==> src/rtl/hsr_pkg.sv <==
package hsr_pkg;

  // Slot that a core index selects under the direct (modulo) mapping
  function automatic int direct_slot(input int core_idx, input int depth);
    return core_idx % depth;
  endfunction

  // Write-first pick: restore beats copy beats stored value
  function automatic logic [63:0] pick_first(
    input logic        rs_hit,
    input logic        wb_hit,
    input logic [63:0] rs_val,
    input logic [63:0] wb_val,
    input logic [63:0] cur_val
  );
    if (rs_hit)      return rs_val;
    else if (wb_hit) return wb_val;
    else             return cur_val;
  endfunction

endpackage

==> src/rtl/hsr_hash_table.sv <==
module hsr_hash_table #(
  parameter int CORE_IDX_W = 5,
  parameter int SH_DEPTH   = 8,
  parameter int SH_IDX_W   = $clog2(SH_DEPTH)
) (
  input  logic                  clk,
  input  logic                  rst_n,
  input  logic [CORE_IDX_W-1:0] lookup_idx,
  output logic [SH_IDX_W-1:0]   lookup_slot,
  input  logic                  cfg_we,
  input  logic [CORE_IDX_W-1:0] cfg_idx,
  input  logic [SH_IDX_W-1:0]   cfg_val,
  output logic [SH_IDX_W-1:0]   cfg_rdata
);
  import hsr_pkg::*;

  localparam int CORE_N = 1 << CORE_IDX_W;

  // One truth-table column per slot-index bit
  logic [SH_IDX_W-1:0][CORE_N-1:0] lut_q;
  // Entry-wise view of the columns, used by the checks
  logic [CORE_N-1:0][SH_IDX_W-1:0] map_view;

  function automatic logic [CORE_N-1:0] reset_column(input int bit_pos);
    logic [CORE_N-1:0] col;
    for (int i = 0; i < CORE_N; i++) begin
      col[i] = 1'((direct_slot(i, SH_DEPTH) >> bit_pos) & 1);
    end
    return col;
  endfunction

  for (genvar b = 0; b < SH_IDX_W; b++) begin : g_col
    always_ff @(posedge clk) begin
      if (!rst_n) begin
        lut_q[b] <= reset_column(b);
      end else if (cfg_we) begin
        lut_q[b][cfg_idx] <= cfg_val[b];
      end
    end

    assign lookup_slot[b] = lut_q[b][lookup_idx];
    assign cfg_rdata[b]   = lut_q[b][cfg_idx];

    for (genvar e = 0; e < CORE_N; e++) begin : g_view
      assign map_view[e][b] = lut_q[b][e];
    end
  end

  // Table write lands at the next edge
  p_map_update_r5: assert property (@(posedge clk) disable iff (!rst_n)
    cfg_we |=> map_view[$past(cfg_idx)] == $past(cfg_val));

  // Table holds without a write
  p_map_hold_r5: assert property (@(posedge clk) disable iff (!rst_n)
    !cfg_we |=> $stable(lut_q));

endmodule

==> src/rtl/hsr_entry_store.sv <==
module hsr_entry_store #(
  parameter int DATA_W   = 32,
  parameter int SH_DEPTH = 8,
  parameter int SH_IDX_W = $clog2(SH_DEPTH),
  parameter int N_RD     = 2
) (
  input  logic                           clk,
  input  logic                           rst_n,
  input  logic                           wb_we,
  input  logic [SH_IDX_W-1:0]            wb_slot,
  input  logic [DATA_W-1:0]              wb_data,
  input  logic                           rs_we,
  input  logic [SH_IDX_W-1:0]            rs_slot,
  input  logic [DATA_W-1:0]              rs_data,
  input  logic [N_RD-1:0][SH_IDX_W-1:0]  rd_slot,
  output logic [N_RD-1:0][DATA_W-1:0]    rd_data,
  output logic [DATA_W-1:0]              rs_rdata
);
  import hsr_pkg::*;

  logic [SH_DEPTH-1:0][DATA_W-1:0] ent_q;
  logic [SH_DEPTH-1:0]             wb_hit;
  logic [SH_DEPTH-1:0]             rs_hit;

  for (genvar i = 0; i < SH_DEPTH; i++) begin : g_ent
    assign wb_hit[i] = wb_we && (wb_slot == SH_IDX_W'(i));
    assign rs_hit[i] = rs_we && (rs_slot == SH_IDX_W'(i));

    always_ff @(posedge clk) begin
      if (!rst_n) begin
        ent_q[i] <= '0;
      end else if (rs_hit[i]) begin
        ent_q[i] <= rs_data;
      end else if (wb_hit[i]) begin
        ent_q[i] <= wb_data;
      end
    end

    // Copy stores the write-back value when no restore collides
    p_copy_store_r2: assert property (@(posedge clk) disable iff (!rst_n)
      (wb_hit[i] && !rs_hit[i]) |=> ent_q[i] == $past(wb_data));

    // Restore wins on a shared slot
    p_restore_wins_r10: assert property (@(posedge clk) disable iff (!rst_n)
      rs_hit[i] |=> ent_q[i] == $past(rs_data));
  end

  for (genvar p = 0; p < N_RD; p++) begin : g_rd
    logic [63:0] picked;
    always_comb begin
      picked = pick_first(rs_hit[rd_slot[p]], wb_hit[rd_slot[p]],
                          64'(rs_data), 64'(wb_data), 64'(ent_q[rd_slot[p]]));
    end
    assign rd_data[p] = picked[DATA_W-1:0];
  end

  assign rs_rdata = ent_q[rs_slot];

  // Skip cycles leave every slot untouched
  p_skip_hold_r3: assert property (@(posedge clk) disable iff (!rst_n)
    (!wb_we && !rs_we) |=> $stable(ent_q));

  // At most one slot takes a copy per cycle
  p_one_slot_r4: assert property (@(posedge clk) disable iff (!rst_n)
    $onehot0(wb_hit));

endmodule

==> src/rtl/hsr_shadow_bank.sv <==
module hsr_shadow_bank #(
  parameter int DATA_W     = 32,
  parameter int CORE_IDX_W = 5,
  parameter int SH_DEPTH   = 8,
  parameter int SH_IDX_W   = $clog2(SH_DEPTH)
) (
  input  logic                  clk,
  input  logic                  rst_n,
  input  logic                  wb_copy,
  input  logic [CORE_IDX_W-1:0] wb_dst,
  input  logic [DATA_W-1:0]     wb_result,
  input  logic [SH_IDX_W-1:0]   op_a_idx,
  output logic [DATA_W-1:0]     op_a_data,
  input  logic [SH_IDX_W-1:0]   op_b_idx,
  output logic [DATA_W-1:0]     op_b_data,
  input  logic                  map_we,
  input  logic [CORE_IDX_W-1:0] map_core_idx,
  input  logic [SH_IDX_W-1:0]   map_slot_in,
  output logic [SH_IDX_W-1:0]   map_slot_out,
  input  logic                  ctx_we,
  input  logic [SH_IDX_W-1:0]   ctx_idx,
  input  logic [DATA_W-1:0]     ctx_wdata,
  output logic [DATA_W-1:0]     ctx_rdata
);
  localparam int N_RD = 2;

  // Named internal events
  logic                          copy_fire;
  logic [SH_IDX_W-1:0]           copy_slot;
  logic [N_RD-1:0][SH_IDX_W-1:0] rd_slot;
  logic [N_RD-1:0][DATA_W-1:0]   rd_data;

  assign copy_fire = wb_copy;

  hsr_hash_table #(
    .CORE_IDX_W (CORE_IDX_W),
    .SH_DEPTH   (SH_DEPTH),
    .SH_IDX_W   (SH_IDX_W)
  ) u_table (
    .clk         (clk),
    .rst_n       (rst_n),
    .lookup_idx  (wb_dst),
    .lookup_slot (copy_slot),
    .cfg_we      (map_we),
    .cfg_idx     (map_core_idx),
    .cfg_val     (map_slot_in),
    .cfg_rdata   (map_slot_out)
  );

  assign rd_slot[0] = op_a_idx;
  assign rd_slot[1] = op_b_idx;

  hsr_entry_store #(
    .DATA_W   (DATA_W),
    .SH_DEPTH (SH_DEPTH),
    .SH_IDX_W (SH_IDX_W),
    .N_RD     (N_RD)
  ) u_store (
    .clk      (clk),
    .rst_n    (rst_n),
    .wb_we    (copy_fire),
    .wb_slot  (copy_slot),
    .wb_data  (wb_result),
    .rs_we    (ctx_we),
    .rs_slot  (ctx_idx),
    .rs_data  (ctx_wdata),
    .rd_slot  (rd_slot),
    .rd_data  (rd_data),
    .rs_rdata (ctx_rdata)
  );

  assign op_a_data = rd_data[0];
  assign op_b_data = rd_data[1];

  // A read port aimed at a slot under restore sees the restore data
  p_bypass_restore_r8: assert property (@(posedge clk) disable iff (!rst_n)
    (ctx_we && op_a_idx == ctx_idx) |-> op_a_data == ctx_wdata);

  // Readback on the context port reflects what the port wrote
  p_ctx_readback_r9: assert property (@(posedge clk) disable iff (!rst_n)
    (ctx_we && !$changed(ctx_idx)) |=> (!$stable(ctx_idx) || ctx_rdata == $past(ctx_wdata)));

endmodule

==> config.mk <==
export PLATFORM = sky130hd
export DESIGN_NAME = hsr_shadow_bank
export DESIGN_NICKNAME = d
export VERILOG_FILES = /design/src/rtl/hsr_pkg.sv /design/src/rtl/hsr_hash_table.sv /design/src/rtl/hsr_entry_store.sv /design/src/rtl/hsr_shadow_bank.sv
export SDC_FILE = /design/constraint.sdc
export NUM_CORES = 1
export LEC_CHECK = 0
export BUFFER_PORTS_ARGS = -buffer_cell sky130_fd_sc_hd__buf_2
export CAP_MARGIN = 25
export CORE_MARGIN = 10
export CORE_UTILIZATION = 35
export DETAILED_ROUTE_END_ITERATION = 8
export GPL_ROUTABILITY_DRIVEN = 0
export SETUP_SLACK_MARGIN = 0.1
export SYNTH_ARGS = -nofsm -noshare
export SYNTH_HDL_FRONTEND = slang
export SYNTH_HIERARCHICAL = 1
export SYNTH_SLANG_ARGS = --single-unit
export TNS_END_PERCENT = 30
==> constraint.sdc <==
create_clock -name clk -period 5.1 [get_ports clk]
set_clock_uncertainty 0.15 [all_clocks]
set_input_delay 0.765 -clock clk [delete_from_list [all_inputs] [get_ports clk]]
set_output_delay 0.765 -clock clk [all_outputs]
set_load 0.01 [all_outputs]
==> results of run 1 <==
## stage by stage
step | power (W) | hold WS, ns | setup slack [ns] | util [%] | instances
floorplan | 0.00422 | 0.314 | 0.511 | - | 2423
global placement | 0.00475 | 0.332 | 0.284 | 37.4 | 3303
detailed placement | 0.00479 | 0.349 | 0.189 | 37.4 | 3305
CTS | 0.00777 | 0.357 | 0.185 | 39.3 | 3374
global route | 0.00801 | 0.381 | 0.0651 | 39.3 | 3375
finish | 0.00775 | 0.358 | 0.228 | 39.3 | 3378
## final timing paths
path                                           to  slack [ns]                           start  cells after the start
setup / recovery                    op_a_data[16]        0.23                       wb_dst[1]                     12
hold / removal     u_table/lut_q[10]$_SDFFE_PN0P_        0.36  u_table/lut_q[10]$_SDFFE_PN0P_                      2
setup reg to reg  u_store/ent_q[139]$_SDFFE_PN0P_        1.69  u_table/lut_q[30]$_SDFFE_PN0P_                      9
hold reg to reg    u_table/lut_q[10]$_SDFFE_PN0P_        0.36  u_table/lut_q[10]$_SDFFE_PN0P_                      2
## layout make-up
type,instances,area (um2)
Antenna cell,3,7.51
Clock buffer,50,1090
Clock inverter,19,229
Fill cell,6752,42400
Multi-Input combinational cell,1734,16100
Sequential cell,352,7050
Tap cell,940,1180
Timing Repair Buffer,280,1810
## worst register-to-register path, delay by kind of cell, from the launching register on
kind,cells,cell delay (ns)
multiplexers,4,1.60
buffers and inverters,2,0.64
AND/OR/NAND/NOR,2,0.44
flip-flops,1,0.32
AO/OA/AOI/OAI,1,0.14
## registers in the layout, indices dropped and copies added (netlist names)
signal and cells:
u_store/ent_q 256, u_table/lut_q 96
## placed cells by master, fill, tap and decap left out, types with 48 or more instances in the layout
cell type	count
dfxtp_1	352
nand2_1	320
mux2i_1	256
o211a_1	256
mux4_2	246
buf_2	182
nand3_1	146
o21ai_0	96
buf_4	84
nor2b_1	67
nor2_1	65
o31ai_1	63
a211oi_1	54
a21boi_0	48
## report_power, final
group | internal, W | switching (W)
registers | 0.00288 | 0.000134
logic | 0.000777 | 0.000962
clock network | 0.00176 | 0.00124
## routing by layer
layer	part of all wire [%]	track usage (%)
met3	9.5	4.78
met2	46	34.3
met4	4.5	9.09
met5	0.21	0
met1	40	26.3
## cells in the mapped netlist (63+ instances only)
cell | number | area share [%]
buf_2 | 63 | 1.3
clkbuf_1 | 194 | 3.0
dfxtp_1 | 352 | 29
mux2i_1 | 256 | 10
mux4_2 | 246 | 22
nand2_1 | 323 | 4.9
nand3_1 | 150 | 3.0
nor2_1 | 65 | 0.99
nor2b_1 | 67 | 1.7
o211a_1 | 256 | 10
o21ai_0 | 96 | 2.0
o31ai_1 | 64 | 2.0
## what timing repair did
| action | 4_1_cts | 5_1_grt |
|---|---|---|
| resized for setup | 0 | 1 |
| endpoints found under the setup margin | 0 | 6 |
| setup buffers | 0 | 0 |
## cell families after synthesis
kind of cell	Yosys count
simple gates	645
compound gates	540
mux	537
flops	352
buf+inv	337
xor+xnor	12
==> impl_results.md, run 1 <==
* Critical Path Sink Type: primary output
* IO Port Bufs at 189
* Worst EP required at 4.18 ns
* Row count at 97
* CTS root buf: clkbuf_16
* Final Setup Violations at 0
* Max-slew violations at 0
* Leak at 13.3 nW
* Critical path data arrival time at 3.96 ns
* Gr usage total at 21.0%
* Clk buf depth at 3
* Critical path peak fanout at 26
* Syn Area/Cell at 10.2 um2
* Max-Cap Viols at 0
* TritonCTS clock tree: yes
* Residual DRC at 0
* Synth warn at 6
* Synth Net Count at 2,514
* DIE HEIGHT at 285 um
* Area of the core at 69,900 um2
* Post-synthesis mux area share at 34.5%
* Initial antenna violation count at 17
* Synth Area in Compound Gates at 18.3%
* Synthesis-to-layout area growth at 11.7%
* Final period util at 95.5%
* Adder-Cell Fraction of Synth Area at 0%
* Final Hold Viols at 0
* Post-synthesis simple-gate area fraction at 12.0%
* Post-synth EDFFs at 0
* Post-place instance area at 26,200 um2
* Nets at 2,498
* Power Dens Cells at 282 nW/um2
* Critical path's largest stage delay at 0.52 ns
* Num CTS Buffers at 39
* DP Wirelength at 56.9 mm
* Peak VDD IR at 0.000204 V
* Post-synthesis sequential area ratio at 28.6%
* Post-synthesis instance area at 24,600 um2
* Initial Utilization at 35.2%
* Starting DRT DRC Count at 2,363
* Post-synth top flop: dfxtp_1
* RSZ-0062 raised after global routing: true
* Worst-Margin Slew at 1.18 ns
* H-tree Lvls at 2
* Total grt overflow at 0
* DR pass1 iterations at 5
* Netlist cell types at 33
* Synth Instances at 2,423
* Clock slew at reported path FFs at 0.06 ns
* Share of cells above drive strength 1 at 27.0%
* Final WL at 89.6 mm
* Design Area, Final at 27,500 um2
* Worst Hold Class: reg -> reg
* Drt via density at 6.32
* CP max-delay cell: mux4_2
* Slew headroom at 21.6%
* Die Wd at 285 um
* DRT antenna net count at 0
* Clk sink count at 352
* Io pins at 190
* Fmax at 205 MHz
* Critical path type: in -> out
* Minimum clock period at 4.87 ns
* Main combinational cell family by area after synthesis: multiplexers
* Critical Path, Cell by Cell: buf_2, buf_12, mux4_2, mux4_2, mux2_2, xnor2_1, and4_2, buf_12, buf_4, a211oi_2, o31ai_1, buf_2
* Synthesized flop and latch total at 352
* Post-synth ARST share at 0%
* CTS Hold Bufs at 0
* Die ar. at 81,400 um2
* Number of global-route vias before repair at 21,500
* Synth Area in XOR/XNOR at 0.427%
* Vias at 21,300
* Worst Path Buf+Inv at 5
* Outcome: finished, final reports clean
* Crit path launch type: primary input
* WL/cell at 26.5 um
* Setup TNS at 0 ns
* First-pass GRT wire length at 134 mm
* Largest net degree at the start of global routing at 167
* Clk_lat worst skew at 0.55 ns
* CP top delay family: multiplexers
Note: power is estimated with default switching activity, not from simulation.
==> run 2: changes to the inputs <==
Settings changed: RECOVER_POWER from default to 50, REMOVE_ABC_BUFFERS from default to 1.
==> run 2 against run 1 <==
Net effect: the run now ends with max-capacitance violations, max-slew violations left; wire length shrank 0.65%; highest routed layer unchanged; clock power grew 13%; worst setup slack worse by 0.096 ns.
==> impl_results.md, run 2 (same netlist as run 1, synthesis figures left out) <==
* Die ar. at 81,400 um2 (unchanged)
* Cell Int Power at 0.00567 W (was 0.00542 W)
* Gr usage total at 21.0% (about the same)
* Starting DRT DRC Count at 2,603 (was 2,363)
* CP max-delay cell: mux4_2 (unchanged)
* Number of global-route vias before repair at 21,300 (was 21,500)
* Worst-Margin Slew at 1.92 ns (was 1.18 ns)
* Largest net degree at the start of global routing at 141 (was 167)
* First-pass GRT wire length at 134 mm (about the same)
* WL/cell at 26.3 um (was 26.5 um)
* Setup Buffers After CTS at 0 (unchanged)
* Final WS setup at 0.131 ns (was 0.228 ns)
* Most frequent cells in the layout: dfxtp_1 (352), nand2_1 (320), mux2i_1 (256), o211a_1 (256), mux4_2 (246) (unchanged)
* Io pins at 190 (unchanged)
* Drt via density at 6.34 (was 6.32)
* Worst EP required at 4.18 ns (about the same)
* RSZ-0062 raised after global routing: true (unchanged)
* DR pass1 iterations at 6 (was 5)
* Vias at 21,400 (was 21,300)
* Critical path data arrival time at 4.05 ns (was 3.96 ns)
* Critical Path, Cell by Cell: buf_2, buf_12, mux4_2, mux4_2, mux2_2, xnor2_1, and4_2, buf_12, a211oi_1, o31ai_1, buf_2 (was buf_2, buf_12, mux4_2, mux4_2, mux2_2, xnor2_1, and4_2, buf_12, buf_4, a211oi_2, o31ai_1, buf_2)
* Critical path type: in -> out (unchanged)
* Die Wd at 285 um (unchanged)
* Combinational power share at 21.2% (was 22.4%)
* Flop pwr share at 37.2% (was 38.9%)
* Worst Hold Class: reg -> reg (unchanged)
* Peak VDD IR at 0.000254 V (was 0.000204 V)
* CTS root buf: clkbuf_16 (unchanged)
* Critical Path Sink Type: primary output (unchanged)
* Max-Cap Viols at 4 (was 0)
* Clock slew at reported path FFs at 0.06 ns (about the same)
* Clock Power Share at 41.6% (was 38.6%)
* Clk_lat worst skew at 0.59 ns (was 0.55 ns)
* Failing checks: max-capacitance violations, max-slew violations
* Worst slack, placed at 0.199 ns (was 0.189 ns)
* CTS Hold Bufs at 0 (unchanged)
* H-tree Lvls at 2 (unchanged)
* Final Setup Violations at 0 (unchanged)
* Sw Pwr at 0.00245 W (was 0.00233 W)
* Hold_ws at 0.350 ns (was 0.358 ns)
* Nets at 2,492 (was 2,498)
* Synthesis-to-layout area growth at 12.2% (was 11.7%)
* Outcome: complete, but fails checks (was finished, final reports clean)
* DIE HEIGHT at 285 um (unchanged)
* Crit path launch type: primary input (unchanged)
* Clk sink count at 352 (unchanged)
* Row count at 97 (unchanged)
* Largest register FFs at 256 (unchanged)
* Final WL at 89.0 mm (was 89.6 mm)
* DP Wirelength at 55.3 mm (was 56.9 mm)
* Minimum clock period at 4.97 ns (was 4.87 ns)
* Initial antenna violation count at 10 (was 17)
* Fraction of power spent switching nets at 30.2% (was 30.1%)
* Fmax at 201 MHz (was 205 MHz)
* Leak at 13.3 nW (about the same)
* Total grt overflow at 0 (unchanged)
* Fill count at 6,786 (was 6,752)
* Post-place instance area at 26,200 um2 (about the same)
* Critical path's largest stage delay at 0.54 ns (was 0.52 ns)
* DRT antenna net count at 0 (unchanged)
* Critical path peak fanout at 24 (was 26)
* Final period util at 97.4% (was 95.5%)
* CP top delay family: multiplexers (unchanged)
* Design Area, Final at 27,600 um2 (was 27,500 um2)
* Num CTS Buffers at 44 (was 39)
* Clk buf depth at 3 (unchanged)
* Power Dens Cells at 294 nW/um2 (was 282 nW/um2)
* Share of cells above drive strength 1 at 25.8% (was 27.0%)
* Area of the core at 69,900 um2 (unchanged)
* Biggest register: u_store/ent_q (unchanged)
* Initial Utilization at 35.2% (unchanged)
* IO Port Bufs at 189 (unchanged)
* Max-slew violations at 82 (was 0)
* Residual DRC at 0 (unchanged)
* Utilization after layout at 39.5% (was 39.3%)
* Worst Path Buf+Inv at 4 (was 5)
* TritonCTS clock tree: yes (unchanged)
* Most common cell after layout, fill and taps aside: dfxtp_1 (unchanged)
* Slew headroom at -27.9% (was 21.6%)
* Largest registers: u_store/ent_q (256), u_table/lut_q (96) (unchanged)
* Setup TNS at 0 ns (unchanged)
* Final Hold Viols at 0 (unchanged)
## run 2: cell type report
cell class,instances,area [um2],share of cell area [%]
Antenna cell,3,7.51,0.0272
Clock buffer,60,1270,4.60
Clock inverter,20,292,1.05
Multi-Input combinational cell,1734,16100,58.3
Sequential cell,352,7050,25.5
Tap cell,940,1180,4.25
Timing Repair Buffer,269,1720,6.22
## run 2: routing by layer
layer  share of wire, %  GRT usage [%]
met1                 40           26.6
met3                9.5           4.34
met4                3.4           8.12
met5              0.078              0
met2                 47           34.6
## run 2: final timing paths
check | from | endpoint | slack, ns | cells past startpoint
max reg2reg | u_table/lut_q[24]$_SDFFE_PN0P_ | u_store/ent_q[12]$_SDFFE_PN0P_ | 0.77 | 9
min | u_table/lut_q[14]$_SDFFE_PN0P_ | u_table/lut_q[14]$_SDFFE_PN0P_ | 0.35 | 2
max | wb_dst[1] | op_a_data[13] | 0.13 | 11
min reg2reg | u_table/lut_q[14]$_SDFFE_PN0P_ | u_table/lut_q[14]$_SDFFE_PN0P_ | 0.35 | 2
## run 2: per-stage QoR
stage               cells  total power (W)
global placement     3292          0.00474
global route         3375          0.00841
detailed placement   3293          0.00479
finish               3378          0.00812
floorplan            2086          0.00400
CTS                  3373          0.00817
## run 2: repair_timing
action | CTS | global route
hold endpoints to repair | 0 | 0
resized for setup | 0 | 2
endpoints found under the setup margin | 0 | 4
## run 2: tightest hold or removal path: cells and delay by family, from the launching register on
family / cells / cell delay, ns
AOI/OAI and AO/OA: 2 / 0.13
DFF: 1 / 0.32
## run 2: power groups by stage
| stage | logic, W | registers, W | clock network [W] |
|---|---|---|---|
| floorplan | 0.000980 | 0.00302 | 0 |
| global placement | 0.00168 | 0.00306 | 0 |
| detailed placement | 0.00172 | 0.00307 | 0 |
| CTS | 0.00172 | 0.00301 | 0.00343 |
| global route | 0.00184 | 0.00303 | 0.00353 |
| finish | 0.00173 | 0.00302 | 0.00338 |
==> run 3: changes to the inputs <==
Settings changed: BUFFER_PORTS_ARGS -buffer_cell sky130_fd_sc_hd__buf_2 to default, CTS_CLUSTER_DIAMETER from default to 100, DONT_BUFFER_PORTS from default to 1.
==> run 3 against run 2 <==
Net effect: the run still ends with max-capacitance violations, max-slew violations left; first-iteration DRC count decreased by 1.0%; non-clock buffer count shrank 175; cell count is 5.3% lower; final area decreased by 3.9%; worst hold slack got worse by 0.20 ns; critical path depth shrank 2; wire length fell by 2.7%; worst setup slack improved by 0.23 ns; combinational power shrank 23%; sequential share of layout area increased by 1.0 points; largest cell class unchanged; largest power group unchanged.
==> impl_results.md, run 3 (same netlist as run 1, synthesis figures left out) <==
* TritonCTS clock tree: yes (unchanged)
* Storage element area at 7050 um2 (unchanged)
* Clk buf depth at 3 (unchanged)
* IO Port Bufs at 0 (was 189)
* CP max-delay cell: mux4_2 (unchanged)
* Levels on crit path at 9 (was 11)
* Pwr Total at 0.00761 W (was 0.00812 W)
* Worst slack, placed at 0.335 ns (was 0.199 ns)
* Most frequent cells in the layout: dfxtp_1 (352), nand2_1 (320), mux2i_1 (256), o211a_1 (256), mux4_2 (246) (unchanged)
* Share of cells above drive strength 1 at 19.1% (was 25.8%)
* Critical path type: reg -> out (was in -> out)
* Clock slew at reported path FFs at 0.07 ns (was 0.06 ns)
* Max-Cap Viols at 6 (was 4)
* Initial antenna violation count at 0 (was 10)
* H-tree Lvls at 2 (unchanged)
* Fmax at 211 MHz (was 201 MHz)
* Final period util at 92.9% (was 97.4%)
* Num CTS Buffers at 44 (unchanged)
* Leak at 12.5 nW (was 13.3 nW)
* First-pass GRT wire length at 129 mm (was 134 mm)
* Max-slew violations at 198 (was 82)
* Utilization after layout at 38.0% (was 39.5%)
* Largest registers: u_store/ent_q (256), u_table/lut_q (96) (unchanged)
* Area of the core at 69,900 um2 (unchanged)
* Reg2reg path depth at 8 (was 9)
* Biggest register: u_store/ent_q (unchanged)
* Power Dens Cells at 287 nW/um2 (was 294 nW/um2)
* DR pass1 iterations at 5 (was 6)
* Starting DRT DRC Count at 2,577 (was 2,603)
* DIE HEIGHT at 285 um (unchanged)
* Final Setup Violations at 0 (unchanged)
* Critical path peak fanout at 32 (was 24)
* Worst Hold Class: in -> reg (was reg -> reg)
* DP Wirelength at 48.9 mm (was 55.3 mm)
* Final WS setup at 0.360 ns (was 0.131 ns)
* Failing checks: max-capacitance violations, max-slew violations (unchanged)
* WL/cell at 27.1 um (was 26.3 um)
* Most used cell, CP: mux4_2
* Row count at 97 (unchanged)
* Setup TNS at 0 ns (unchanged)
* Minimum clock period at 4.74 ns (was 4.97 ns)
* Final WL at 86.5 mm (was 89.0 mm)
* Critical path's largest stage delay at 0.52 ns (was 0.54 ns)
* Peak VDD IR at 0.000277 V (was 0.000254 V)
* Slew headroom at -23.2% (was -27.9%)
* Clk_lat worst skew at 0.61 ns (was 0.59 ns)
* Worst EP required at 4.18 ns (about the same)
* Initial Utilization at 35.2% (unchanged)
* Drt via density at 6.41 (was 6.34)
* Number of global-route vias before repair at 20,100 (was 21,300)
* Clk sink count at 352 (unchanged)
* Die ar. at 81,400 um2 (unchanged)
* Die Wd at 285 um (unchanged)
* Min-Delay Path Depth at 1 (was 2)
* RSZ-0062 raised after global routing: false (was true)
* Residual DRC at 0 (unchanged)
* Fill count at 6,824 (was 6,786)
* Nets at 2,317 (was 2,492)
* Critical Path, Cell by Cell: mux4_2, mux4_2, mux2_2, xnor2_1, and4_2, buf_12, a211oi_1, o31ai_1, buf_4 (was buf_2, buf_12, mux4_2, mux4_2, mux2_2, xnor2_1, and4_2, buf_12, a211oi_1, o31ai_1, buf_2)
* Final Hold Viols at 0 (unchanged)
* Total grt overflow at 0 (unchanged)
* Io pins at 190 (unchanged)
* Worst Path Buf+Inv at 2 (was 4)
* ANT cells at 0 (was 3)
* Design Area, Final at 26,600 um2 (was 27,600 um2)
* Critical path data arrival time at 3.83 ns (was 4.05 ns)
* Crit path launch type: register (was primary input)
* Largest net degree at the start of global routing at 353 (was 141)
* Synthesis-to-layout area growth at 7.79% (was 12.2%)
* Setup Buffers After CTS at 0 (unchanged)
* Multi-input gate area at 16,100 um2 (about the same)
* Largest register FFs at 256 (unchanged)
* Vias at 20,500 (was 21,400)
* Most common cell after layout, fill and taps aside: dfxtp_1 (unchanged)
* Post-place instance area at 25,300 um2 (was 26,200 um2)
* CTS root buf: clkbuf_16 (unchanged)
* Gr usage total at 20.3% (was 21.0%)
* Critical Path Sink Type: primary output (unchanged)
* CP top delay family: multiplexers (unchanged)
* DRT antenna net count at 0 (unchanged)
* Worst-Margin Slew at 1.85 ns (was 1.92 ns)
* FF-to-FF setup slack at 0.76 ns (was 0.77 ns)
* Outcome: complete, but fails checks (unchanged)
## run 3: area by class of cell
| class | instances | share of cell area, % |
|---|---|---|
| clock inverter | 12 | 0.726 |
| multi-input combinational | 1734 | 60.6 |
| timing repair buffer | 94 | 2.83 |
| sequential | 352 | 26.5 |
| clock buffer | 67 | 4.89 |
| tap | 940 | 4.43 |
## run 3: metal layers
layer	global-route usage [%]	vias up	part of all wire, %
met5	0	-	0
met4	6.79	0	2.7
met3	5.69	173	12
met2	32.2	1108	46
met1	26.2	10400	40
li1	-	8823	-
## run 3: where the power goes
part / internal, W / switching, W
Clock: 0.00192 / 0.00133
Sequential: 0.00289 / 0.000130
Combinational: 0.000718 / 0.000624
## run 3: stage by stage
stage               hold WS [ns]  std cells
finish                     0.151       3199
floorplan                  0.314       2086
global route               0.136       3199
detailed placement         0.341       3119
global placement           0.331       3116
CTS                        0.125       3198
## run 3: path summary, 6_finish.rpt
check                            startpoint                              end
max          u_table/lut_q[95]$_SDFFE_PN1P_                     op_b_data[0]
min                           ctx_wdata[31]  u_store/ent_q[127]$_SDFFE_PN0P_
max reg2reg  u_table/lut_q[31]$_SDFFE_PN1P_  u_store/ent_q[151]$_SDFFE_PN0P_
min reg2reg  u_table/lut_q[34]$_SDFFE_PN1P_   u_table/lut_q[34]$_SDFFE_PN1P_
## run 3: what timing repair did
| item | 4_1_cts | 5_1_grt |
|---|---|---|
| hold endpoints to repair | 0 | 0 |
| hold buffers | 0 | 0 |
| resized for setup | 0 | 1 |
| setup endpoints to repair | 0 | 26 |
